File: src/rtl/burst_pkg.sv
package burst_pkg;
  // Byte offsets; software depends on these locations.
  localparam int unsigned OFS_COUNT  = 32'h8;
  localparam int unsigned OFS_STATUS = 32'hC;

  typedef enum logic [1:0] {
    SEL_NONE   = 2'd0,
    SEL_COUNT  = 2'd1,
    SEL_STATUS = 2'd2
  } reg_sel_e;
endpackage

File: src/rtl/burst_addr_decode.sv
module burst_addr_decode
  import burst_pkg::*;
#(
  parameter int ADDR_W = 12
) (
  input  logic [ADDR_W-1:0] addr,
  output reg_sel_e          sel
);
  always_comb begin
    if (addr == ADDR_W'(OFS_COUNT)) begin
      sel = SEL_COUNT;
    end else if (addr == ADDR_W'(OFS_STATUS)) begin
      sel = SEL_STATUS;
    end else begin
      sel = SEL_NONE;
    end
  end
endmodule

File: src/rtl/burst_pulse_counter.sv
module burst_pulse_counter #(
  parameter int CNT_W  = 16,
  parameter int PERIOD = 1
) (
  input  logic             clk,
  input  logic             rst_n,
  input  logic             load_en,
  input  logic [CNT_W-1:0] load_val,
  output logic [CNT_W-1:0] remaining,
  output logic             pulse,
  output logic             finish
);
  localparam int PH_W = (PERIOD > 1) ? $clog2(PERIOD) : 1;
  localparam logic [PH_W-1:0] PH_LAST = PH_W'(PERIOD - 1);

  logic [CNT_W-1:0] rem_q, rem_d;
  logic [PH_W-1:0]  ph_q;
  logic             ph_zero;

  generate
    if (PERIOD > 1) begin : g_spaced
      logic [PH_W-1:0] ph_d;
      always_comb begin
        ph_d = ph_q;
        if (load_en) begin
          ph_d = '0;
        end else if (rem_q != '0) begin
          ph_d = (ph_q == '0) ? PH_LAST : ph_q - PH_W'(1);
        end
      end
      always_ff @(posedge clk or negedge rst_n) begin
        if (!rst_n) begin
          ph_q <= '0;
        end else begin
          ph_q <= ph_d;
        end
      end
    end else begin : g_back_to_back
      assign ph_q = '0;
    end
  endgenerate

  assign ph_zero = (ph_q == '0);
  assign pulse   = (rem_q != '0) && ph_zero;
  assign finish  = pulse && (rem_q == CNT_W'(1)) && !load_en;

  always_comb begin
    rem_d = rem_q;
    if (load_en) begin
      rem_d = load_val;
    end else if (pulse) begin
      rem_d = rem_q - CNT_W'(1);
    end
  end

  always_ff @(posedge clk or negedge rst_n) begin
    if (!rst_n) begin
      rem_q <= '0;
    end else begin
      rem_q <= rem_d;
    end
  end

  assign remaining = rem_q;
endmodule

File: src/rtl/burst_done_flag.sv
module burst_done_flag (
  input  logic clk,
  input  logic rst_n,
  input  logic set_i,
  input  logic clr_i,
  output logic done
);
  logic done_q, done_d;

  // Set has priority over clear.
  always_comb begin
    done_d = done_q;
    if (set_i) begin
      done_d = 1'b1;
    end else if (clr_i) begin
      done_d = 1'b0;
    end
  end

  always_ff @(posedge clk or negedge rst_n) begin
    if (!rst_n) begin
      done_q <= 1'b0;
    end else begin
      done_q <= done_d;
    end
  end

  assign done = done_q;
endmodule

File: src/rtl/cfg_clk_burst.sv
module cfg_clk_burst
  import burst_pkg::*;
#(
  parameter int ADDR_W = 12,
  parameter int DATA_W = 32,
  parameter int CNT_W  = 16,
  parameter int PERIOD = 1
) (
  input  logic              clk,
  input  logic              rst_n,
  input  logic              bus_wr,
  input  logic [ADDR_W-1:0] bus_addr,
  input  logic [DATA_W-1:0] bus_wdata,
  output logic [DATA_W-1:0] bus_rdata,
  output logic              pulse_en
);
  reg_sel_e         sel;
  logic             load_en;
  logic [CNT_W-1:0] load_val;
  logic             load_zero;
  logic             w1c;
  logic [CNT_W-1:0] remaining_q;
  logic             finish;
  logic             done_q;
  logic             unused_wdata;

  burst_addr_decode #(.ADDR_W(ADDR_W)) u_dec (
    .addr (bus_addr),
    .sel  (sel)
  );

  assign load_en      = bus_wr && (sel == SEL_COUNT);
  assign load_val     = bus_wdata[CNT_W-1:0];
  assign load_zero    = load_en && (load_val == '0);
  assign w1c          = bus_wr && (sel == SEL_STATUS) && bus_wdata[0];
  assign unused_wdata = ^bus_wdata[DATA_W-1:CNT_W];

  burst_pulse_counter #(.CNT_W(CNT_W), .PERIOD(PERIOD)) u_cnt (
    .clk       (clk),
    .rst_n     (rst_n),
    .load_en   (load_en),
    .load_val  (load_val),
    .remaining (remaining_q),
    .pulse     (pulse_en),
    .finish    (finish)
  );

  burst_done_flag u_done (
    .clk   (clk),
    .rst_n (rst_n),
    .set_i (finish || load_zero),
    .clr_i (w1c || (load_en && !load_zero)),
    .done  (done_q)
  );

  always_comb begin
    unique case (sel)
      SEL_COUNT:  bus_rdata = DATA_W'(remaining_q);
      SEL_STATUS: bus_rdata = DATA_W'(done_q);
      default:    bus_rdata = '0;
    endcase
  end
endmodule

File: config.mk
export PLATFORM = sky130hd
export DESIGN_NAME = cfg_clk_burst
export DESIGN_NICKNAME = d
export VERILOG_FILES = /design/src/rtl/burst_pkg.sv /design/src/rtl/burst_addr_decode.sv /design/src/rtl/burst_pulse_counter.sv /design/src/rtl/burst_done_flag.sv /design/src/rtl/cfg_clk_burst.sv
export SDC_FILE = /design/constraint.sdc
export NUM_CORES = 1
export LEC_CHECK = 0
export BUFFER_PORTS_ARGS = -buffer_cell sky130_fd_sc_hd__buf_2
export CORE_MARGIN = 2
export CORE_UTILIZATION = 40
export DETAILED_ROUTE_END_ITERATION = 10
export PLACE_DENSITY = 0.73
export SETUP_SLACK_MARGIN = 0.02
export SLEW_MARGIN = 20
export SYNTH_ARGS = -nofsm -noshare
export SYNTH_HDL_FRONTEND = slang
export SYNTH_SLANG_ARGS = --single-unit
export TNS_END_PERCENT = 100
File: constraint.sdc
create_clock -name clk -period 1.8 [get_ports clk]
set_input_delay 0.09 -clock clk [delete_from_list [all_inputs] [get_ports clk]]
set_output_delay 0.09 -clock clk [all_outputs]
set_load 0.1 [all_outputs]
[Yosys cells after proc, flatten, opt, wreduce, memory -nomap -nowiden]
Cells that the tools add are included.
Operators by class
  mux-type cells: 7
  equal/unequal tests: 5
  reductions and logical operators: 15
  $add $sub $neg: 1
Operators with widths (count)
  16-bit 2-to-1 mux: 2
  16-bit one-hot mux with 2 select lines: 1
  12-bit by 4-bit == test with 1-bit output, second input constant: 2
  16-bit by 1-bit == test with 1-bit output, second input constant: 1
  16-bit logical NOT: 1
  16-bit nonzero test: 1
  16-bit by 1-bit subtractor with 16-bit output, second input constant: 1
  1-bit logical AND: 7
  2-bit 2-to-1 mux: 2
  2-bit nonzero test: 2
  2-bit by 1-bit == test with 1-bit output, second input constant: 1
  2-bit == test, second input constant: 1
  1-bit logical NOT: 2
  1-bit logical OR: 2
  1-bit 2-to-1 mux: 2
Storage, ports and cells
  input bits: 47
  register bits after elaboration: 17
  output and inout bits: 33

[Longest topological paths before layout]
Gate-level depths: netlist of the first run.
  word-level depth: 11
  depth in mapped cells: 8

[Cells and area by module]
Synthesis of the first run repeated with hierarchy kept, for this count alone.
Unflattened totals
  cell total of the unflattened synthesis: 166
  area, all modules: 1403.8 µm²
By module, submodules not included
  burst_pulse_counter: cells an instance 109, instances 1, area each 974.7 µm², seq. area each 400.4 µm²
  cfg_clk_burst: cells an instance 48, instances 1, area each 346.6 µm², seq. area each 0.0 µm²
  burst_addr_decode: cells an instance 6, instances 1, area each 46.3 µm², seq. area each 0.0 µm²
  burst_done_flag: cells an instance 3, instances 1, area each 36.3 µm², seq. area each 25.0 µm²

[Worst setup path before layout of the first run]
OpenSTA, ideal clock, no wires.
  path type: input -> output
  start: input port bus_addr[1]
  end: output port bus_rdata[1]
  arrival: 2.622 ns
  required time: 1.710 ns
  stages on the path: 3
  path buffers: 0
  slack: -0.912 ns
  cells stage by stage: nor4b_1 -> nand3_1 -> nor3_1
Between the ends
  word-level cells in the longest chain between the ends: 5
  elaborated cells on any way between the ends: 7
  classes of those cells: eq/ne: 4; mux: 3
RTL lines
  from (decl): line cfg_clk_burst.sv:12  | input logic [ADDR_W-1:0] bus_addr,
  12-bit by 4-bit == test with 1-bit output: line burst_addr_decode.sv:12  | end else if (addr == ADDR_W'(OFS_STATUS)) begin
  2-bit 2-to-1 mux: line burst_addr_decode.sv:12
  2-bit 2-to-1 mux *: line burst_addr_decode.sv:10  | if (addr == ADDR_W'(OFS_COUNT)) begin
  2-bit == test / 2-bit by 1-bit == test with 1-bit output (equally long branches): line cfg_clk_burst.sv:57  | unique case (sel)
  16-bit one-hot mux with 2 select lines *: line cfg_clk_burst.sv:57
  to (decl): line cfg_clk_burst.sv:14  | output logic [DATA_W-1:0] bus_rdata,
Every way passes the cells marked *; elsewhere a longest branch is shown, timed or not.

[Worst setup path after layout of the first run]
  start: register u_cnt.rem_q[3] (netlist: u_cnt.remaining[3])
  end: register u_cnt.rem_q[7] (netlist: u_cnt.remaining[7])
Between the ends
  word-level cells in the longest chain between the ends: 3
  elaborated cells on any way between the ends: 5
  classes of those cells: add/sub: 1; mux: 2; reduce/logical: 2
RTL lines
  from (decl): line burst_pulse_counter.sv:16  | logic [CNT_W-1:0] rem_q, rem_d;
  from (signal assigned): line burst_pulse_counter.sv:60  | rem_q <= rem_d;
  16-bit by 1-bit subtractor with 16-bit output: line burst_pulse_counter.sv:52  | rem_d = rem_q - CNT_W'(1);
  16-bit 2-to-1 mux: line burst_pulse_counter.sv:51  | end else if (pulse) begin
  16-bit 2-to-1 mux: line burst_pulse_counter.sv:49  | if (load_en) begin
Parallel ways exist; a longest one is shown, timed or not. The select of a mux whose other input is x is not followed.
A chain may end at the register's enable or synchronous reset.

==> flow_summary.ini, run 1 <==
[setup_path]
reg2reg_to = u_cnt.remaining[7]
cp_top_family = simple AND/OR/NAND/NOR gates
worstPathArrival_ns = 1.98
r2r_setup_slack_ns = 0.03
crit_slowest_cell = or4_1
setup.worst_path.start = u_cnt.remaining[3]
worstRegToRegCells = 5
r2r-start = u_cnt.remaining[3]
worstSetupEndpointType = register
critPathKind = reg2reg
crit_buf_inv = 0
crit_path_start_kind = register
max_stage_delay_ns = 0.63
crit_chain = or4_1 > o41ai_1 > o21ai_0 > nand3_1 > nand2_1
crit_fanout = 7
worstPathRequired_ns = 2.01
cp.depth = 5

[die]
die_area_mm2 = 0.00408
fp.coreArea_mm2 = 0.00339
start_util_pct = 42.3
ios = 80
row_count = 21
die_x_um = 63.9
die-height_um = 63.9

[final_layout]
finish.utilization_pct = 65.2
fillCellCount = 276
syn_to_final_growth_pct = 54.2
multi_input_area_um2 = 992
seq_area_um2 = 427
stdcell_count = 286
diodes = 0
most-common-layout-cells = buf_2, nand2_1, buf_4
final_common_cell = buf_2
final_nets = 290
finish.instance_area_mm2 = 0.00221
drive_gt1_share_pct = 47.5

[power_and_ir_drop]
switching_power_mw = 1.07
power.density_mw_per_mm2 = 1050
power_frac_clock_pct = 9.5
seqPwrFrac_pct = 34.4
comb_power_share_pct = 56.1
p_leak_nw = 1.02
swShare_pct = 45.8
p_int_mw = 1.26
peakVddDrop_uv = 502

[flow_run]
cap_violations = 0

[sta]
relSlewSlack_pct = 65.1
fmax_mhz = 565
period_minus_slack_ns = 1.77
finalCritPeriodShare_pct = 98.3
setup_violations = 0
maxSlewViolCount = 0
skew_ns = 0.00436
rsz0062_at_grt = true
worst-slew-pin-transition_ns = 0.519
hold_viol_final = 0

[yosys]
synth_top_family_by_area = simple AND/OR/NAND/NOR gates
ys.flop_type = dfrtp_1
syn_avg_cell_area_um2 = 8.64
synthAdderAreaFrac_pct = 1.75
syn_area_mm2 = 0.00143
ys_ff_latch = 17
synth_compound_area_share_pct = 9.77
synth_xor_area_share_pct = 7.94
seq_area_frac_synth_pct = 29.7
ys_types = 39
async_flop_share_pct = 100
synth_edf_count = 0
synth_mux_area_share_pct = 1.40
yosysWarnings = 0
yosys.area_share.simple_pct = 37.4
syn-instance-count = 166

[grt]
antenna_found_initial = 0
grt_max_degree = 21
grt_overflow_total = 0
grt_util_all_layers_pct = 19.8
grt_pass1_wl_um = 6420
grt_pass1_vias = 1473

[place]
dp_cells = 272
placed_area_mm2 = 0.00201
portBuffers = 47
place_congestion = 0.844
place_hpwl_um = 2880

[clock_tree]
cts.htree.levels = 1
clk_pin_slew_worst_paths_ns = 0.11
numCtsBuffers = 3
root_buffer = clkbuf_4
clockBufferDepth = 2
worstSkewPairLatency_ns = 0.30
clock_sinks = 17
cts_tree = built

[drt]
wl_met3_um = 224
topRoutingLayerUsed = met4
wl_met1_um = 1580
drtIter0Drc = 51
drc_errors = 0
drt_first_pass_iters = 4
wire_per_inst_um = 13.5
ant_nets = 0
dr_wl_met2_um = 1960
viasPerCell = 5.05
totalWireLength_um = 3850
vias = 1444

[min_path]
hold_depth = 3
worstHoldStart = bus_wdata[6]
holdPathEnd = u_cnt.remaining[6]
worstHoldPathType = in2reg

[status]
status = completed
cell type report:
| class | instances | share of cell area, % |
|---|---|---|
| timing repair buffer | 76 | 31.5 |
| clock buffer | 4 | 1.19 |
| inverter | 3 | 0.509 |
| tap | 46 | 2.60 |
| sequential | 17 | 19.3 |
| multi-input combinational | 140 | 44.9 |
worst max path at each step:
stage,slack [ns],to
2_1_floorplan,-0.09,bus_rdata[1]
3_3_place_gp,0.02,pulse_en
3_5_place_dp,-0.03,u_done.done
4_1_cts,0.006,pulse_en
5_1_grt,-0.04,u_done.done
6_report,0.03,u_cnt.remaining[7]
per-layer routing:
metal	track usage (%)	up-vias
met2	35.4	54
li1	-	699
met5	0	-
met1	23.1	682
met4	9.24	0
met3	2.64	9
kinds of logic after synthesis:
group | count (synthesis)
AND/OR/NAND/NOR | 90
buffers and inverters | 24
AO/OA/AOI/OAI | 17
flip-flops | 17
XOR/XNOR | 13
adder cells (fa/ha/maj) | 2
multiplexers | 2
other | 1
metrics by stage:
stage | hold WS, ns | setup TNS [ns] | total power, mW | worst slack (ns)
after global routing | 0.0121 | -0.170 | 2.50 | -0.0359
final | 0.00120 | 0 | 2.33 | 0.0300
after floorplan | -0.206 | -0.374 | 1.54 | -0.0942
after global placement | 0.0322 | 0 | 1.89 | 0.0154
after detailed placement | 0.0420 | -0.0274 | 1.93 | -0.0274
after CTS | 0.00115 | 0 | 2.22 | 0.00617
cell usage after synthesis (all sizes together), types with 2 or more instances:
cell	number	area, um^2
nand2	29	109
buf	18	146
dfrtp	17	425
and2	15	101
o21ai	13	87.6
nor4	10	98.8
nor3	8	40.0
nand3	7	35.0
xor2	7	61.3
nor2	6	22.5
xnor2	6	52.6
clkbuf	3	11.3
inv	3	11.3
nor4b	3	26.3
ha	2	25.0
mux2i	2	20.0
nand4	2	12.5
o41ai	2	36.3
or3	2	12.5
or4	2	18.8
or4b	2	23.8
registers in the layout (all words and copies together), names as in the netlist:
name             cells
u_cnt.remaining     16
u_done.done          1
power groups by stage:
stage / logic, mW / clock network (mW) / registers [mW]
detailed placement: 1.16 / 0 / 0.769
CTS: 1.22 / 0.221 / 0.779
floorplan: 0.787 / 0 / 0.750
global placement: 1.14 / 0 / 0.759
global route: 1.43 / 0.243 / 0.824
finish: 1.31 / 0.220 / 0.801
worst reg2reg max path: cells and delay by family (launching register included):
family	cells	cell delay [ns]
and+or+nand+nor	3	0.78
DFF	1	0.48
AOI/OAI and AO/OA	2	0.41
timing repair:
item / 4_1_cts / 5_1_grt
endpoints found under the hold margin: 22 / 0
buffers inserted: 3 / 1
pin swaps: 1 / 0
setup endpoints to repair: 4 / 21
resized for setup: 8 / 10
hold buffers: 6 / 0
(Power assumes the default switching activity.)
==> run 2, diff against run 1 <==
ABC_AREA = 1   (was default)
CORE_UTILIZATION = 41   (was 40)
PLACE_DENSITY = 0.74   (was 0.73)
==> run 2 against run 1 <==
Clock power decreased by 8%. Routed wire length decreased by 5.5%. Critical path depth increased by 1. Hold slack improved by 0.014 ns. Via count increased by 7.8%. Design area decreased by 8.0%. Total power decreased by 13%. Synthesized area increased by 4.6%. Critical path type is now reg2out. Fmax increased by 4.0%. Flip-flop and latch count unchanged. Die area increased by 2.0%.
==> flow_summary.ini, run 2 <==
[die]
die_area_mm2 = 0.00416
start_util_pct = 43.9
ios = 80
fp.coreArea_mm2 = 0.00342
die_x_um = 64.5
die-height_um = 64.5
row_count = 21

[final_layout]
most-common-layout-cells = nand2_1, nor2_1, buf_2
fillCellCount = 320
final_common_cell = nand2_1
finish.utilization_pct = 59.6
final_nets = 340
drive_gt1_share_pct = 24.1
syn_to_final_growth_pct = 35.6
diodes = 0
largest_reg_flops = 16

[setup_path]
worstPathRequired_ns = 1.71
r2r-start = u_cnt.remaining[0]
worstSetupEndpointType = output pin
crit_path_start_kind = register
worstRegToRegCells = 9
worstPathArrival_ns = 1.61
r2r_setup_slack_ns = 0.22
crit_fanout = 5
reg2reg_to = u_cnt.remaining[14]
critPathKind = reg2out

[power_and_ir_drop]
p_leak_nw = 1.09
p_int_uw = 999
switching_power_mw = 1.04
power_frac_clock_pct = 10.0
power.density_mw_per_mm2 = 1000
seqPwrFrac_pct = 36.5
peakVddDrop_uv = 407
comb_power_share_pct = 53.5
swShare_pct = 50.9

[drt]
viasPerCell = 4.63
drtIter0Drc = 43
drc_errors = 0
drt_first_pass_iters = 4
totalWireLength_um = 3630
wire_per_inst_um = 10.8
vias = 1556
ant_nets = 0

[clock_tree]
worstSkewPairLatency_ns = 0.28
clockBufferDepth = 2
cts-resized-gates = 0
numCtsBuffers = 3
cts_tree = built
clk_pin_slew_worst_paths_ns = 0.10
clock_sinks = 17
root_buffer = clkbuf_4
cts.htree.levels = 1

[yosys]
ys_ff_latch = 17
yosys.area.top_type = dfrtp_1
syn_avg_cell_area_um2 = 6.33
syn-instance-count = 237
netlist.area_leader.share_pct = 28.4
synth_edf_count = 0
ys.flop_type = dfrtp_1
async_flop_share_pct = 100
synth_common_cells = nand2_1, nor2_1, inv_1, dfrtp_1, buf_4
synth.most_common_cell = nand2_1
syn_area_mm2 = 0.00150
seq_area_frac_synth_pct = 28.4
ys_types = 26
yosysWarnings = 0
synthTopCellsByArea = dfrtp_1, nand2_1, nor2_1

[flow_run]
cap_violations = 0

[place]
dp_slack_ns = 0.154
place_congestion = 0.835
place_hpwl_um = 2960
portBuffers = 47

[sta]
setup_violations = 0
skew_ns = 0.00129
layout_setup_ws_ns = 0.0985
rsz0062_at_grt = false
maxSlewViolCount = 0
finalCritPeriodShare_pct = 94.5
period_minus_slack_ns = 1.70
hold_viol_final = 0
fmax_mhz = 588

[status]
status = completed

[grt]
grt_max_degree = 18
grt_pass1_vias = 1448
grt_overflow_total = 0
grt_pass1_wl_um = 6120
grt_util_all_layers_pct = 18.6
antenna_found_initial = 0

[min_path]
holdPathEnd = u_cnt.remaining[14]
hold_depth = 3
worstHoldStart = bus_wdata[14]
worstHoldPathType = in2reg
[run 2: cell count changes in the layout (fill, tap and decap cells not counted), moves of 6 or more]
cell / change
nor3_1: -7
nor2_1: +44
and2_2: -6
inv_1: +26
buf_4: -18
nand2_1: +43
nand3_1: +7
and2_4: -9
[run 2: worst max-delay path by stage]
stage / startpoint / to / slack, ns / cells past startpoint
final: u_cnt.remaining[0] / pulse_en / 0.1 / 6
after global routing: u_cnt.remaining[0] / pulse_en / 0.02 / 6
after CTS: u_cnt.remaining[0] / pulse_en / 0.04 / 6
after detailed placement: u_cnt.remaining[0] / u_cnt.remaining[14] / 0.15 / 9
after global placement: u_cnt.remaining[0] / u_cnt.remaining[14] / 0.17 / 9
after floorplan: bus_addr[11] / bus_rdata[10] / -0.32 / 6
[run 2: timing repair]
action / in CTS / in global routing
hold buffers: 1 / 0
hold endpoints to repair: 17 / 0
setup endpoints to repair: 1 / 1
setup buffers: 0 / 3
pin swaps: 1 / 1
[run 2: cell families (layout without fill, tap and decap cells)]
| group | count (synthesis) | after routing | synth area share (%) |
|---|---|---|---|
| other cells | 1 | 16 | 0.250 |
| simple gates | 153 | 153 | 45.7 |
| buf+inv | 48 | 86 | 16.7 |
| xor+xnor | 7 | 7 | 4.09 |
| compound gates | 9 | 9 | 3.25 |
| fa+ha+maj | 2 | 2 | 1.67 |
| flops | 17 | 17 | 28.4 |
[run 2: metal layers]
metal  share of wire (%)  GRT usage, %
met2                  49          32.3
met3                 5.7          1.04
met5                   0             0
met4                 1.0          6.65
met1                  44          24.5
[run 2: metrics by stage]
step	setup TNS [ns]	hold WS, ns	instance area, um^2	instances	power [mW]
after floorplan	-4.19	-0.206	1560	252	1.59
after global placement	0	0.0350	1980	328	1.76
after detailed placement	0	0.0371	1980	328	1.79
after CTS	0	0.0160	2010	333	1.99
after global routing	0	0.0218	2030	336	2.24
final	0	0.0153	2030	336	2.03
[run 2: layout make-up]
| type | instances | area [um^2] | area share (%) |
|---|---|---|---|
| clock buffer | 4 | 26.3 | 1.29 |
| inverter | 30 | 114 | 5.60 |
| multi-input combinational | 187 | 881 | 43.3 |
| sequential | 17 | 425 | 20.9 |
| tap | 46 | 57.6 | 2.83 |
| timing repair buffer | 52 | 531 | 26.1 |
[run 2: critical path: stages, from the launching register on]
cell     delay [ns]
dfrtp_1        0.42
inv_1          0.12
ha_1           0.21
nand2_2        0.12
nor2_4         0.17
nand2_4        0.11
buf_12         0.18
[run 2: power by group through the flow]
stage	logic (mW)	registers (mW)	clock network [mW]
4_1_cts	1.04	0.745	0.205
3_5_place_dp	1.03	0.755	0
6_report	1.09	0.743	0.203
3_3_place_gp	1.01	0.746	0
2_1_floorplan	0.880	0.707	0
5_1_grt	1.24	0.775	0.226
